## src/rtl/alu_exec_pkg.sv

```systemverilog
package alu_exec_pkg;

  localparam int INSTR_W = 32;
  localparam int OPC_W   = 6;
  localparam int FN_W    = 6;
  localparam int FLD_W   = 5;
  localparam int IMM_W   = 16;

  // major opcodes
  localparam logic [OPC_W-1:0] OPC_REG   = 6'h00;
  localparam logic [OPC_W-1:0] OPC_ADDI  = 6'h08;
  localparam logic [OPC_W-1:0] OPC_ADDIU = 6'h09;
  localparam logic [OPC_W-1:0] OPC_SLTI  = 6'h0A;
  localparam logic [OPC_W-1:0] OPC_SLTIU = 6'h0B;
  localparam logic [OPC_W-1:0] OPC_ANDI  = 6'h0C;
  localparam logic [OPC_W-1:0] OPC_ORI   = 6'h0D;
  localparam logic [OPC_W-1:0] OPC_XORI  = 6'h0E;
  localparam logic [OPC_W-1:0] OPC_LUI   = 6'h0F;

  // function codes under OPC_REG
  localparam logic [FN_W-1:0] FN_SLL  = 6'h00;
  localparam logic [FN_W-1:0] FN_SRL  = 6'h02;
  localparam logic [FN_W-1:0] FN_SRA  = 6'h03;
  localparam logic [FN_W-1:0] FN_SLLV = 6'h04;
  localparam logic [FN_W-1:0] FN_SRLV = 6'h06;
  localparam logic [FN_W-1:0] FN_SRAV = 6'h07;
  localparam logic [FN_W-1:0] FN_ADD  = 6'h20;
  localparam logic [FN_W-1:0] FN_ADDU = 6'h21;
  localparam logic [FN_W-1:0] FN_SUB  = 6'h22;
  localparam logic [FN_W-1:0] FN_SUBU = 6'h23;
  localparam logic [FN_W-1:0] FN_AND  = 6'h24;
  localparam logic [FN_W-1:0] FN_OR   = 6'h25;
  localparam logic [FN_W-1:0] FN_XOR  = 6'h26;
  localparam logic [FN_W-1:0] FN_NOR  = 6'h27;
  localparam logic [FN_W-1:0] FN_SLT  = 6'h2A;
  localparam logic [FN_W-1:0] FN_SLTU = 6'h2B;

  typedef enum logic [3:0] {
    ALU_ADD, ALU_SUB, ALU_AND, ALU_OR, ALU_XOR, ALU_NOR,
    ALU_SLT, ALU_SLTU, ALU_SLL, ALU_SRL, ALU_SRA, ALU_LUI
  } alu_op_e;

  typedef enum logic [1:0] {
    SRC_REG, SRC_IMM_SX, SRC_IMM_ZX
  } bsrc_e;

  typedef struct packed {
    alu_op_e          op;
    bsrc_e            bsrc;
    logic             shift_var;
    logic [FLD_W-1:0] dest;
    logic             legal;
  } dec_t;

endpackage

```

## src/rtl/alu_exec_decode.sv

```systemverilog
module alu_exec_decode
  import alu_exec_pkg::*;
(
  input  logic [OPC_W-1:0] opc_i,
  input  logic [FN_W-1:0]  fn_i,
  input  logic [FLD_W-1:0] rt_i,
  input  logic [FLD_W-1:0] rd_i,
  output dec_t             dec_o
);

  always_comb begin
    dec_o.op        = ALU_ADD;
    dec_o.bsrc      = SRC_REG;
    dec_o.shift_var = 1'b0;
    dec_o.dest      = rd_i;
    dec_o.legal     = 1'b1;
    case (opc_i)
      OPC_REG: begin
        case (fn_i)
          FN_ADD, FN_ADDU: dec_o.op = ALU_ADD;
          FN_SUB, FN_SUBU: dec_o.op = ALU_SUB;
          FN_AND:          dec_o.op = ALU_AND;
          FN_OR:           dec_o.op = ALU_OR;
          FN_XOR:          dec_o.op = ALU_XOR;
          FN_NOR:          dec_o.op = ALU_NOR;
          FN_SLT:          dec_o.op = ALU_SLT;
          FN_SLTU:         dec_o.op = ALU_SLTU;
          FN_SLL:          dec_o.op = ALU_SLL;
          FN_SRL:          dec_o.op = ALU_SRL;
          FN_SRA:          dec_o.op = ALU_SRA;
          FN_SLLV: begin
            dec_o.op        = ALU_SLL;
            dec_o.shift_var = 1'b1;
          end
          FN_SRLV: begin
            dec_o.op        = ALU_SRL;
            dec_o.shift_var = 1'b1;
          end
          FN_SRAV: begin
            dec_o.op        = ALU_SRA;
            dec_o.shift_var = 1'b1;
          end
          default: dec_o.legal = 1'b0;
        endcase
      end
      OPC_ADDI, OPC_ADDIU: begin
        dec_o.op   = ALU_ADD;
        dec_o.bsrc = SRC_IMM_SX;
        dec_o.dest = rt_i;
      end
      OPC_SLTI: begin
        dec_o.op   = ALU_SLT;
        dec_o.bsrc = SRC_IMM_SX;
        dec_o.dest = rt_i;
      end
      OPC_SLTIU: begin
        dec_o.op   = ALU_SLTU;
        dec_o.bsrc = SRC_IMM_SX;
        dec_o.dest = rt_i;
      end
      OPC_ANDI: begin
        dec_o.op   = ALU_AND;
        dec_o.bsrc = SRC_IMM_ZX;
        dec_o.dest = rt_i;
      end
      OPC_ORI: begin
        dec_o.op   = ALU_OR;
        dec_o.bsrc = SRC_IMM_ZX;
        dec_o.dest = rt_i;
      end
      OPC_XORI: begin
        dec_o.op   = ALU_XOR;
        dec_o.bsrc = SRC_IMM_ZX;
        dec_o.dest = rt_i;
      end
      OPC_LUI: begin
        dec_o.op   = ALU_LUI;
        dec_o.bsrc = SRC_IMM_ZX;
        dec_o.dest = rt_i;
      end
      default: dec_o.legal = 1'b0;
    endcase
  end

endmodule

```

## src/rtl/alu_exec_alu.sv

```systemverilog
module alu_exec_alu
  import alu_exec_pkg::*;
#(
  parameter int XLEN = 32,
  localparam int SHW = $clog2(XLEN)
)(
  input  alu_op_e          op_i,
  input  logic [XLEN-1:0]  a_i,
  input  logic [XLEN-1:0]  b_i,
  input  logic [SHW-1:0]   shamt_i,
  input  logic [IMM_W-1:0] imm_i,
  output logic [XLEN-1:0]  result_o
);

  logic [2*IMM_W-1:0] upper_imm;
  assign upper_imm = {imm_i, {IMM_W{1'b0}}};

  always_comb begin
    case (op_i)
      ALU_ADD:  result_o = a_i + b_i;
      ALU_SUB:  result_o = a_i - b_i;
      ALU_AND:  result_o = a_i & b_i;
      ALU_OR:   result_o = a_i | b_i;
      ALU_XOR:  result_o = a_i ^ b_i;
      ALU_NOR:  result_o = ~(a_i | b_i);
      ALU_SLT:  result_o = {{(XLEN-1){1'b0}}, ($signed(a_i) < $signed(b_i))};
      ALU_SLTU: result_o = {{(XLEN-1){1'b0}}, (a_i < b_i)};
      ALU_SLL:  result_o = b_i << shamt_i;
      ALU_SRL:  result_o = b_i >> shamt_i;
      ALU_SRA:  result_o = $signed(b_i) >>> shamt_i;
      ALU_LUI:  result_o = XLEN'(upper_imm);
      default:  result_o = '0;
    endcase

    if (op_i == ALU_SLT || op_i == ALU_SLTU)
      AST_CMP_IS_BOOLEAN: assert (result_o[XLEN-1:1] == '0);
    if (op_i == ALU_LUI)
      AST_LUI_LOW_CLEAR: assert (result_o[IMM_W-1:0] == '0);
    if (op_i == ALU_SRA)
      AST_SRA_KEEPS_SIGN: assert (result_o[XLEN-1] == b_i[XLEN-1]);
  end

endmodule

```

## src/rtl/alu_exec_regfile.sv

```systemverilog
module alu_exec_regfile #(
  parameter int XLEN  = 32,
  parameter int NREGS = 32,
  parameter int NRP   = 4,
  localparam int AW   = $clog2(NREGS)
)(
  input  logic                     clk,
  input  logic                     we_i,
  input  logic [AW-1:0]            waddr_i,
  input  logic [XLEN-1:0]          wdata_i,
  input  logic [NRP-1:0][AW-1:0]   raddr_i,
  output logic [NRP-1:0][XLEN-1:0] rdata_o
);

  logic [XLEN-1:0] mem [NREGS];

  // entry 0 is never stored; it is forced to zero on read
  always_ff @(posedge clk) begin
    if (we_i && (waddr_i != '0))
      mem[waddr_i] <= wdata_i;
  end

  for (genvar g = 0; g < NRP; g++) begin : g_rd
    assign rdata_o[g] = (raddr_i[g] == '0) ? '0 : mem[raddr_i[g]];
  end

endmodule

```

## src/rtl/alu_exec_core.sv

```systemverilog
module alu_exec_core
  import alu_exec_pkg::*;
#(
  parameter int XLEN  = 32,
  parameter int NREGS = 32,
  localparam int AW   = $clog2(NREGS),
  localparam int SHW  = $clog2(XLEN),
  localparam int NRP  = 4
)(
  input  logic               clk,
  input  logic               rst,
  input  logic               instr_valid,
  input  logic [INSTR_W-1:0] instr_word,
  output logic               illegal_o,
  input  logic [AW-1:0]      dbg_addr_a,
  output logic [XLEN-1:0]    dbg_data_a,
  input  logic [AW-1:0]      dbg_addr_b,
  output logic [XLEN-1:0]    dbg_data_b
);

  // fixed field positions of the instruction word
  logic [OPC_W-1:0] f_opc;
  logic [FLD_W-1:0] f_rs, f_rt, f_rd;
  logic [SHW-1:0]   f_shamt;
  logic [FN_W-1:0]  f_fn;
  logic [IMM_W-1:0] f_imm;

  assign f_opc   = instr_word[26 +: OPC_W];
  assign f_rs    = instr_word[21 +: FLD_W];
  assign f_rt    = instr_word[16 +: FLD_W];
  assign f_rd    = instr_word[11 +: FLD_W];
  assign f_shamt = instr_word[6 +: SHW];
  assign f_fn    = instr_word[0 +: FN_W];
  assign f_imm   = instr_word[0 +: IMM_W];

  dec_t dec;

  alu_exec_decode u_dec (
    .opc_i (f_opc),
    .fn_i  (f_fn),
    .rt_i  (f_rt),
    .rd_i  (f_rd),
    .dec_o (dec)
  );

  // register file: ports 0/1 feed the datapath, 2/3 are observation
  logic [NRP-1:0][AW-1:0]   rf_raddr;
  logic [NRP-1:0][XLEN-1:0] rf_rdata;
  logic                     rf_we;
  logic [AW-1:0]            rf_waddr;
  logic [XLEN-1:0]          rf_wdata;

  assign rf_raddr = {dbg_addr_b, dbg_addr_a, f_rt[AW-1:0], f_rs[AW-1:0]};

  alu_exec_regfile #(
    .XLEN  (XLEN),
    .NREGS (NREGS),
    .NRP   (NRP)
  ) u_rf (
    .clk     (clk),
    .we_i    (rf_we),
    .waddr_i (rf_waddr),
    .wdata_i (rf_wdata),
    .raddr_i (rf_raddr),
    .rdata_o (rf_rdata)
  );

  logic [XLEN-1:0] rs_val, rt_val;
  assign rs_val     = rf_rdata[0];
  assign rt_val     = rf_rdata[1];
  assign dbg_data_a = rf_rdata[2];
  assign dbg_data_b = rf_rdata[3];

  // second operand and shift distance
  logic [XLEN-1:0] imm_sx, imm_zx, opnd_b;
  logic [SHW-1:0]  shift_dist;

  assign imm_sx = {{(XLEN-IMM_W){f_imm[IMM_W-1]}}, f_imm};
  assign imm_zx = {{(XLEN-IMM_W){1'b0}}, f_imm};

  always_comb begin
    case (dec.bsrc)
      SRC_IMM_SX: opnd_b = imm_sx;
      SRC_IMM_ZX: opnd_b = imm_zx;
      default:    opnd_b = rt_val;
    endcase
  end

  assign shift_dist = dec.shift_var ? rs_val[SHW-1:0] : f_shamt;

  alu_exec_alu #(
    .XLEN (XLEN)
  ) u_alu (
    .op_i     (dec.op),
    .a_i      (rs_val),
    .b_i      (opnd_b),
    .shamt_i  (shift_dist),
    .imm_i    (f_imm),
    .result_o (rf_wdata)
  );

  assign rf_we    = instr_valid && dec.legal && !rst;
  assign rf_waddr = dec.dest[AW-1:0];

  // one-cycle flag for unknown encodings
  logic illegal_q;

  always_ff @(posedge clk) begin
    if (rst)
      illegal_q <= 1'b0;
    else
      illegal_q <= instr_valid && !dec.legal;
  end

  assign illegal_o = illegal_q;

  AST_ILLEGAL_FOLLOWS_VALID: assert property (@(posedge clk) disable iff (rst)
    illegal_o |-> $past(instr_valid));

  AST_WRITE_READBACK: assert property (@(posedge clk) disable iff (rst)
    ($past(rf_we) && ($past(rf_waddr) != '0) && (dbg_addr_a == $past(rf_waddr)))
    |-> (dbg_data_a == $past(rf_wdata)));

endmodule

```

## config.mk

```make
export PLATFORM = sky130hd
export DESIGN_NAME = alu_exec_core
export DESIGN_NICKNAME = d
export VERILOG_FILES = /design/src/rtl/alu_exec_pkg.sv /design/src/rtl/alu_exec_decode.sv /design/src/rtl/alu_exec_alu.sv /design/src/rtl/alu_exec_regfile.sv /design/src/rtl/alu_exec_core.sv
export SDC_FILE = /design/constraint.sdc
export NUM_CORES = 2
export LEC_CHECK = 0
export BUFFER_PORTS_ARGS = -buffer_cell sky130_fd_sc_hd__buf_2
export CORE_MARGIN = 1
export CORE_UTILIZATION = 35
export CTS_CLUSTER_SIZE = 16
export DETAILED_ROUTE_END_ITERATION = 8
export GPL_TIMING_DRIVEN = 0
export PLACE_DENSITY = 0.6
export SYNTH_ARGS = -nofsm -noshare
export SYNTH_HDL_FRONTEND = slang
export SYNTH_SLANG_ARGS = --single-unit
```

## constraint.sdc

```tcl
create_clock -name clk -period 13.7 [get_ports clk]
set_input_delay 0.685 -clock clk [delete_from_list [all_inputs] [get_ports clk]]
set_output_delay 0.685 -clock clk [all_outputs]
set_load 0.05 [all_outputs]
```

==> results.md <==
- The sort of element at the start of the critical path is an input port.
- The first global-routing pass estimated just over 500,000 µm of wire.
- For this run, design rule violations remaining after detail routing come to 0.
- Prior to clock tree synthesis, the placed netlist has a worst setup slack of 1.846 ns.
- The final count of pins violating max slew is 308.
- In the routed layout, each cell is associated on average with a via count of roughly 7.6.
- The final worst clock skew is about 0.051 ns.
- The Yosys step of the flow raised 0 warnings.
- The worst reg-to-reg path cell count is 17.
- The clock reaches the later pin of the worst-skew pair after slightly below 0.8 ns.
- The H-tree generated during clock tree synthesis spans 3 levels.
- The clock network accounts for 31.4% of the total power.
- The number of nets in the finished design is 5,207.
- The number of global-route vias before repair was 55.91k.
- Counting flops and latches in the post-synthesis netlist gives 1,025.
- The final antenna-violating net count is 0.
- The async set-or-reset flop fraction in the synthesized netlist is 0%.
- The floorplan has 167 rows.
- Of the total power, registers draw 38.0%.
- The internal portion of the total power is around 6700 µW.
- The cell count of the worst hold path is 2.
- The clock net in this run drives a total of 1,025 sinks.
- The endpoint identified for the worst register-to-register timing path is u_rf.mem[16][26]$_DFFE_PP_.
- The first-pass detailed-route iteration total is 8.
- Global routing used 36.12% of the available tracks.
- The portion of the clock cycle consumed by the worst path in the final layout is 84.47%.
- The most critical setup path has its startpoint at instr_word[22].
- The netlist uses 96 different library cells.
- Setup repair after global routing left no endpoint under its margin.
- Post-CTS repair changed the size of 0 cells.
- The number of buffers inserted during clock tree synthesis is 114.
- For the finished layout, the period the worst path requires is 11.57 ns.
- Broken down by cell family, the worst path's largest delay share belongs to buffers and inverters.
- By instance count, the cell type seen most on the critical path is sky130_fd_sc_hd__buf_2.
- STA puts the critical path data arrival time at 11.83 ns.
- The initial antenna violation count came to 40.
- Setup violations remaining at the end of the flow were counted as 0.
- The final reports fail on max-capacitance violations, max-slew violations.
- The congestion estimate from routability-driven global placement came to 1.088.
- In this run the post-CTS setup repair buffer count came out at 0.
- The clock passes through at most 3 buffers.
- Once the floorplan was initialized, standard cells occupied between 30% and 40% of the core.
- The synthesized design contains 1,024 enable-type register cells.
- The critical path in this run is classified as input port to flip-flop.
- For this design the static power due to leakage is between 0.02 and 0.03 µW.
- The HPWL after detailed placement is around 280,000 µm.
- The total global routing overflow is 0.
- VDD sags by at most around 0.10 mV.
- The count of vias placed by the detailed router is around 60k.
- The net switching power is 3649 µW.
- Measured along the x axis, the die boundary spans 459.5 µm.
- The worst reg-to-reg setup slack is 5.47 ns.
- The clock slew at the register clock pins of the worst setup and hold paths is 0.07 ns.
- The worst stage delay on the critical path is 1.16 ns.
- Net switching is 35.36% of the power.
- From bottom edge to top edge, the die measures approximately 460 µm.
- The total wirelength of the detailed-routed design is 389,400 µm.
- Sequential elements use around 42% of the synthesized area.
- The area of the placeable core is just over 200,000 µm².
- The number of design-rule violations left by the first detailed-router iteration is roughly 13k.
- Buffers inserted to repair hold after CTS numbered 0.
- The commonest register cell after synthesis is sky130_fd_sc_hd__edfxtp_1.
- Based on the critical path, the design can be clocked at up to 86.42 MHz.
- For the worst setup path, the data required time is 13.96 ns.
- Relative to the synthesized area, the layout overhead comes to 14.15%.
- For hold timing, the worst endpoint is illegal_o$_SDFF_PP0_.
- The full die area is 211,100 µm².
- Setup total negative slack on the finished layout was measured at 0 ns.
- Port buffering added 95 buffers.
- The worst hold-check path type is input port to flip-flop.
- The pin count of the biggest net entering global routing is 33.
- Walking the worst path, the cells encountered are buf_4, buf_4, buf_2, buf_2, buf_2, buf_2, clkbuf_1, clkbuf_1, mux4_2, mux4_2, nand2_1, a21o_1, ha_1, clkbuf_1, nor3_1, nor4b_1, o211ai_1, a31oi_1, a21boi_0, o21ai_0, a221oi_1, mux2i_1, nor2_1, or4_1.
- The kind of capture point of the worst setup path is a flip-flop.
- Across all setup checks in the final design, the least slack found is 2.128 ns.
- The ratio of total power to cell area is 123.4 nW/µm².
- The flow ran to the end, but the final reports show violations.
- In the final routed layout, each cell accounts on average for 48.92 µm.
- The clock tree from TritonCTS is built.
- Pin placement for this block handled 110 I/O pins.
- A synthesized cell averages 15.54 µm².
- The slowest stage of the critical path is the sky130_fd_sc_hd__clkbuf_1 cell.
- The synthesized netlist cell count is ~4.7k.
- In this run the tightest slew margin relative to its limit is -15.07%.
- The fraction of final layout cells with drive strength greater than 1 is a little over a third.
- The tree is rooted in a sky130_fd_sc_hd__clkbuf_16.
- The number of endpoints with negative hold slack in the final report is 0.
- The startpoint of the worst-slack reg-to-reg timing path is u_rf.mem[30][10]$_DFFE_PP_.
- The worst hold path begins at rst.
- The fraction of power consumed by combinational cells is 30.6%.
- The reported max-cap violation count is 29.
- The largest driver fanout on the critical path is 32.
- The netlist area before placement is 73,240 µm².
- The transition time of the tightest slew-check pin is 1.726 ns.
- The count of buffering cells on the critical path with inverters included is 9.
layout make-up:
cell class                 instances  area (µm²)
clock buffer                     139        3018
antenna                           20       50.05
buffer                           440        2125
multi-input combinational       3175       40650
inverter                         103       386.6
tap                             2788        3488
clock inverter                    74       773.2
timing repair buffer             196        2342
sequential                      1025       30770
fill                           18770      123900
metal layers:
| layer | share of wire (%) | vias up | track usage, % |
|---|---|---|---|
| met3 | 19 | 1661 | 21.53 |
| met5 | 0.33 | - | 3.054 |
| li1 | - | 20980 | - |
| met1 | 32 | 30870 | 41.28 |
| met4 | 9.0 | 44 | 25.63 |
| met2 | 40 | 6609 | 49.36 |
flip-flops by register name (all words and copies together) (netlist names):
| register | flops |
|---|---|
| u_rf.mem | 1024 |
| illegal_o | 1 |
worst max-delay path by stage:
stage / end / slack (ns) / cells past startpoint
finish: u_rf.mem[16][26]$_DFFE_PP_ / 2.13 / 24
floorplan: u_rf.mem[0][27]$_DFFE_PP_ / 6.57 / 25
global placement: u_rf.mem[20][28]$_DFFE_PP_ / 0.90 / 23
global route: u_rf.mem[16][26]$_DFFE_PP_ / 2.32 / 24
detailed placement: u_rf.mem[24][26]$_DFFE_PP_ / 1.85 / 24
CTS: u_rf.mem[16][26]$_DFFE_PP_ / 2.59 / 24
power groups by stage:
| stage | registers (µW) | clock network [µW] | logic [µW] |
|---|---|---|---|
| after floorplan | 3990 | 0 | 1550 |
| after global placement | 4050 | 0 | 2710 |
| after detailed placement | 3990 | 0 | 2940 |
| after CTS | 3920 | 3200 | 2950 |
| after global routing | 3920 | 3300 | 3140 |
| final | 3920 | 3240 | 3160 |
synthesized netlist by cell type (11+ instances only):
cell type	number	share of area (%)
sky130_fd_sc_hd__mux4_2	1159	36
sky130_fd_sc_hd__edfxtp_1	1024	42
sky130_fd_sc_hd__a211oi_1	41	0.42
sky130_fd_sc_hd__o21bai_1	13	0.13
sky130_fd_sc_hd__buf_1	83	0.43
sky130_fd_sc_hd__a22oi_1	126	1.3
sky130_fd_sc_hd__or3_1	13	0.11
sky130_fd_sc_hd__a22o_1	15	0.18
sky130_fd_sc_hd__o211ai_1	20	0.20
sky130_fd_sc_hd__o21ai_0	105	0.72
sky130_fd_sc_hd__o2111ai_1	16	0.19
sky130_fd_sc_hd__nand2_1	196	1.0
sky130_fd_sc_hd__ha_1	105	1.8
sky130_fd_sc_hd__a31oi_1	24	0.20
sky130_fd_sc_hd__nand2b_1	43	0.37
sky130_fd_sc_hd__clkbuf_1	225	1.2
sky130_fd_sc_hd__buf_2	73	0.50
sky130_fd_sc_hd__nor2_1	274	1.4
sky130_fd_sc_hd__mux2_2	21	0.32
sky130_fd_sc_hd__inv_1	100	0.51
sky130_fd_sc_hd__a21o_1	42	0.43
sky130_fd_sc_hd__nor3_1	42	0.29
sky130_fd_sc_hd__and3_1	11	0.094
sky130_fd_sc_hd__buf_4	31	0.32
sky130_fd_sc_hd__nand3_1	68	0.46
sky130_fd_sc_hd__nor4_1	12	0.10
sky130_fd_sc_hd__mux2i_1	325	4.4
sky130_fd_sc_hd__a221oi_1	27	0.32
sky130_fd_sc_hd__a21oi_1	136	0.93
sky130_fd_sc_hd__a222oi_1	12	0.16
sky130_fd_sc_hd__o22ai_1	40	0.34
sky130_fd_sc_hd__xnor2_1	17	0.20
sky130_fd_sc_hd__buf_6	28	0.43
sky130_fd_sc_hd__nor2b_1	21	0.18
through the flow:
step                hold slack, ns  utilization [%]  std cells  total power, µW  cell area, µm²
finish                      0.4590            40.29       7960            10320           83610
global route                0.3904            40.27       7941            10370           83560
CTS                         0.4089            40.26       7940            10060           83530
detailed placement           1.154            38.43       7727             6922           79740
global placement             1.161            37.27       7626             6759           77320
floorplan                   0.7607                -       4743             5544           73360
placed cells by master (no fill, tap or decap), types with 57 or more instances in the layout:
cell type	instances
sky130_fd_sc_hd__buf_2	190
sky130_fd_sc_hd__nand2_1	196
sky130_fd_sc_hd__ha_1	105
sky130_fd_sc_hd__mux4_2	1159
sky130_fd_sc_hd__o21ai_0	100
sky130_fd_sc_hd__nand3_1	68
sky130_fd_sc_hd__mux2i_1	325
sky130_fd_sc_hd__a21oi_1	135
sky130_fd_sc_hd__inv_1	100
sky130_fd_sc_hd__edfxtp_1	1024
sky130_fd_sc_hd__a22oi_1	126
sky130_fd_sc_hd__clkbuf_1	226
sky130_fd_sc_hd__buf_1	57
sky130_fd_sc_hd__nor2_1	244
sky130_fd_sc_hd__clkbuf_16	115
cells by family after synthesis:
| family | count (synthesis) | synth area share (%) |
|---|---|---|
| other cells | 1 | 0.005120 |
| simple gates | 748 | 4.727 |
| flops | 1025 | 42.01 |
| buf+inv | 543 | 3.353 |
| compound gates | 760 | 7.377 |
| fa+ha+maj | 107 | 1.848 |
| xor+xnor | 23 | 0.2750 |
| mux | 1505 | 40.40 |
Power figures use the tool's default switching activity.
